$ cat src/rtl/xreg_pkg.sv
package xreg_pkg;
  localparam int DATA_W  = 8;
  localparam int ADDR_W  = 3;
  localparam int NUM_REG = 4;
  localparam int UNLOCK_BIT = 4;

  typedef logic [DATA_W-1:0] word_t;

  localparam logic [ADDR_W-1:0] A_IEN  = 3'd0;
  localparam logic [ADDR_W-1:0] A_ISC  = 3'd1;
  localparam logic [ADDR_W-1:0] A_FCTL = 3'd2;
  localparam logic [ADDR_W-1:0] A_MCTL = 3'd3;
  localparam logic [ADDR_W-1:0] A_CFG  = 3'd4;

  // Protected bit positions per byte; the UART core decodes these positions.
  function automatic word_t prot_mask(input int idx);
    case (idx)
      0:       return 8'hF0;
      1:       return 8'h30;
      2:       return 8'h30;
      3:       return 8'hE0;
      default: return 8'h00;
    endcase
  endfunction
endpackage

$ cat src/rtl/xreg_guard_field.sv
module xreg_guard_field #(
  parameter int              W    = 8,
  parameter logic [W-1:0]    PROT = '0
) (
  input  logic         clk,
  input  logic         rst,
  input  logic         wr_en,
  input  logic         unlock,
  input  logic [W-1:0] wdata,
  output logic [W-1:0] q
);
  logic [W-1:0] nxt;

  // Free bits follow the data; guarded bits follow it only when unlocked.
  always_comb begin
    nxt = (wdata & ~PROT) | ((unlock ? wdata : q) & PROT);
  end

  always_ff @(posedge clk) begin
    if (rst)        q <= '0;
    else if (wr_en) q <= nxt;
  end
endmodule

$ cat src/rtl/xreg_unlock_ctl.sv
module xreg_unlock_ctl (
  input  logic clk,
  input  logic rst,
  input  logic wr_en,
  input  logic wbit,
  output logic unlock
);
  always_ff @(posedge clk) begin
    if (rst)        unlock <= 1'b0;
    else if (wr_en) unlock <= wbit;
  end
endmodule

$ cat src/rtl/xreg_readback.sv
module xreg_readback #(
  parameter int                NREG     = 4,
  parameter int                AW       = 3,
  parameter int                DW       = 8,
  parameter logic [AW-1:0]     CFG_ADDR = '0,
  parameter int                EN_BIT   = 4
) (
  input  logic                     clk,
  input  logic                     rst,
  input  logic [AW-1:0]            addr,
  input  logic [NREG-1:0][DW-1:0]  regs,
  input  logic                     unlock,
  output logic [DW-1:0]            rdata
);
  logic [DW-1:0] mux;

  always_comb begin
    mux = '0;
    for (int i = 0; i < NREG; i++) begin
      if (addr == AW'(i)) mux = regs[i];
    end
    if (addr == CFG_ADDR) mux[EN_BIT] = unlock;
  end

  always_ff @(posedge clk) begin
    if (rst) rdata <= '0;
    else     rdata <= mux;
  end
endmodule

$ cat src/rtl/xreg_protect.sv
module xreg_protect
  import xreg_pkg::*;
(
  input  logic              clk,
  input  logic              rst,
  input  logic [ADDR_W-1:0] reg_addr,
  input  logic [DATA_W-1:0] reg_wdata,
  input  logic              reg_we,
  output logic [DATA_W-1:0] reg_rdata,
  output logic              ext_unlock,
  output logic [DATA_W-1:0] ien_q,
  output logic [DATA_W-1:0] isc_q,
  output logic [DATA_W-1:0] fctl_q,
  output logic [DATA_W-1:0] mctl_q
);
  logic [NUM_REG-1:0][DATA_W-1:0] bank;
  logic                           cfg_wr;

  assign cfg_wr = reg_we && (reg_addr == A_CFG);

  xreg_unlock_ctl u_unlock (
    .clk    (clk),
    .rst    (rst),
    .wr_en  (cfg_wr),
    .wbit   (reg_wdata[UNLOCK_BIT]),
    .unlock (ext_unlock)
  );

  for (genvar g = 0; g < NUM_REG; g++) begin : g_field
    logic sel;
    assign sel = reg_we && (reg_addr == ADDR_W'(g));
    xreg_guard_field #(
      .W    (DATA_W),
      .PROT (prot_mask(g))
    ) u_field (
      .clk    (clk),
      .rst    (rst),
      .wr_en  (sel),
      .unlock (ext_unlock),
      .wdata  (reg_wdata),
      .q      (bank[g])
    );
  end

  xreg_readback #(
    .NREG     (NUM_REG),
    .AW       (ADDR_W),
    .DW       (DATA_W),
    .CFG_ADDR (A_CFG),
    .EN_BIT   (UNLOCK_BIT)
  ) u_rd (
    .clk    (clk),
    .rst    (rst),
    .addr   (reg_addr),
    .regs   (bank),
    .unlock (ext_unlock),
    .rdata  (reg_rdata)
  );

  assign ien_q  = bank[0];
  assign isc_q  = bank[1];
  assign fctl_q = bank[2];
  assign mctl_q = bank[3];
endmodule

$ cat config.mk
export PLATFORM = sky130hd
export DESIGN_NAME = xreg_protect
export DESIGN_NICKNAME = d
export VERILOG_FILES = /design/src/rtl/xreg_pkg.sv /design/src/rtl/xreg_guard_field.sv /design/src/rtl/xreg_unlock_ctl.sv /design/src/rtl/xreg_readback.sv /design/src/rtl/xreg_protect.sv
export SDC_FILE = /design/constraint.sdc
export NUM_CORES = 1
export LEC_CHECK = 0
export ABC_AREA = 1
export BUFFER_PORTS_ARGS = -buffer_cell sky130_fd_sc_hd__clkbuf_2
export CELL_PAD_IN_SITES_DETAIL_PLACEMENT = 2
export CELL_PAD_IN_SITES_GLOBAL_PLACEMENT = 2
export CORE_ASPECT_RATIO = 0.75
export CORE_UTILIZATION = 26
export CTS_CLUSTER_DIAMETER = 120
export DETAILED_ROUTE_END_ITERATION = 10
export HOLD_SLACK_MARGIN = 0.05
export PLACE_DENSITY = 0.84
export REMOVE_ABC_BUFFERS = 1
export SYNTH_ARGS = -nofsm -noshare
export SYNTH_HDL_FRONTEND = slang
export SYNTH_SLANG_ARGS = --single-unit
export TNS_END_PERCENT = 20
$ cat constraint.sdc
create_clock -name clk -period 1.4 [get_ports clk]
set_input_delay 0.21 -clock clk [delete_from_list [all_inputs] [get_ports clk]]
set_output_delay 0.21 -clock clk [all_outputs]
set_load 0.02 [all_outputs]
==> reports/qor.txt <==
outcome = complete, no violations
Area Overhead vs Synth = 29.3%
Rows = 25
final hold viol count = 0
Slew HR = 74.0%
busiest grt layer = met2
clock tree buffer depth = 2
Setup CP Type = reg -> out
Root Buffer = clkbuf_8
Sw Ratio = 25.3%
P_int = 1840 uW
first-pass GRT wire length = 10.5 mm
Worst-Margin Slew = 0.389 ns
Post-Syn Area = 0.00175 mm^2
Via-to-Cell Ratio = 4.91
CTS tree = yes
RSZ-0062 raised after global routing = no
routed wire length = 6.53 mm
Die H = 73.1 um
post-CTS sizing = 0
maxcap violations = 0
GR Util met2 = 31.8%
crit path buf inv count = 1
Die X = 96.8 um
Final min period = 1.32 ns
Pleak = 0.00102 uW
most frequent cells in the layout = nor2_1, clkbuf_2, dfxtp_1
Sw Pwr = 625 uW
post-placement cell count = 387
critical path cell sequence = clkbuf_2
TritonCTS Sinks = 41
Worst Path Max Fanout = 9
Post-DP HPWL = 4.99 mm
top post-synthesis cells by area = dfxtp_1, nor2_1, nand3_1, nand2_1, o21ai_0
Comb pwr share = 10.0%
Initial Utilization = 27.3%
drt drc = 0
Util after Layout = 35.3%
Worst path slowest cell = dfxtp_1
largest net degree at the start of global routing = 26
num ports = 55
fin crit share = 94.0%
port bufs = 54
Core Area = 0.00641 mm^2
Design Power = 2470 uW
Clock Power Share = 40.9%
Mean Syn Cell Area = 6.92 um^2
Clock transition at path regs = 0.08 ns
post-synth top area cell = dfxtp_1
Avg WL per Cell = 16.5 um
GRT Overall Usage = 19.2%
Worst Setup End Kind = primary output
CTS Buf Count = 5
vias in the first global route = 1974
Syn Inst Count = 253
Final Cell Area = 0.00226 mm^2
Worst-Skew Late Latency = 0.30 ns
gpl congestion = 0.832
hold buffers post-CTS = 0
final non-filler cell total = 395
share of power burned in registers = 49.1%
Filler cells = 790
clock skew = 0.00424 ns
DR pass1 iterations = 4
Synth cell types = 15
H-tree depth = 2
flops & latches, synth = 41
crit-path max cell delay = 0.56 ns
GRT overflow = 0
share of cells above drive strength 1 = 24.5%
Hold Crit Class = in -> reg
crit-path leading delay family = flip-flops
power density over cell area = 1090 mW/mm^2
Yosys Warn Count = 0
fmax = 760 MHz
Vias = 1940
CP required = 1.19 ns
VDD IR max = 310 uV
die area = 0.00707 mm^2
Multi-input gate area = 779 um^2
crit start category = flop
register area = 821 um^2
Antenna diodes = 0
antenna-violating nets left = 0
share of the synthesized area in the top cell type = 46.9%
commonest non-fill, non-tap cell in the layout = nor2_1
placed cell area = 0.00215 mm^2
arrival time at the worst endpoint = 1.11 ns
Max Slew Vio Count = 0
# setup viols final = 0
initial antenna violation count = 0
drt initial violations = 85
hold_ws = 0.206 ns
met3 usage = 3.54%
grt met1 use = 25.7%
sequential area share after synthesis = 46.9%
setup bufs post-CTS = 0
Net count, final = 327
[power groups by stage]
stage	logic, uW	registers, uW	clock network [uW]
floorplan	85.8	1260	0
global placement	234	1240	0
detailed placement	244	1240	0
CTS	248	1210	1030
finish	246	1210	1010
global route	270	1220	1070
[worst paths after layout]
check / startpoint / endpoint / slack [ns] / cells past startpoint
max: u_unlock.unlock / ext_unlock / 0.08 / 1
min: reg_wdata[7] / flop / 0.21 / 3
max reg2reg: u_unlock.unlock / flop / 0.15 / 4
min reg2reg: g_field[0].u_field.q[1] / g_field[0].u_field.q[1] / 0.48 / 2
[worst register-to-register path: stages (launching register included)]
cell	delay [ns]
dfxtp_1	0.56
nand4_1	0.21
inv_1	0.17
nand2_1	0.08
a21oi_1	0.15
[metal layers]
metal / up-vias / wire [um]
li1: 937 / -
met1: 953 / 3160
met2: 42 / 3010
met3: 8 / 293
met4: 0 / 69
met5: - / 0
[synthesized netlist by cell type]
| cell | count |
|---|---|
| nor2_1 | 65 |
| buf_2 | 4 |
| clkinv_1 | 1 |
| nand3_2 | 1 |
| clkbuf_1 | 6 |
| nand4_1 | 13 |
| inv_1 | 22 |
| buf_4 | 1 |
| nor2_4 | 1 |
| o21ai_0 | 18 |
| nand2_1 | 30 |
| dfxtp_1 | 41 |
| a21oi_1 | 14 |
| inv_2 | 4 |
| nand3_1 | 32 |
[through the flow]
stage,setup slack [ns],setup TNS (ns)
finish,0.0835,0
global route,0.0225,0
CTS,0.0787,0
detailed placement,0.0503,0
global placement,0.125,0
floorplan,-0.0558,-0.167
[cell type report]
type | count | area share, %
inverter | 27 | 4.48
tap | 81 | 4.48
clock inverter | 1 | 1.33
multi-input combinational | 174 | 34.4
clock buffer | 7 | 3.81
sequential | 41 | 36.2
timing repair buffer | 64 | 15.2
[kinds of logic (layout without fill, tap and decap cells)]
| logic type | count (synthesis) | in the layout | synth area share, % |
|---|---|---|---|
| compound gates | 32 | 32 | 9.14 |
| buf+inv | 38 | 99 | 8.64 |
| flops | 41 | 41 | 46.9 |
| simple gates | 142 | 142 | 35.4 |
No activity file was read; power rests on OpenSTA's default activity.
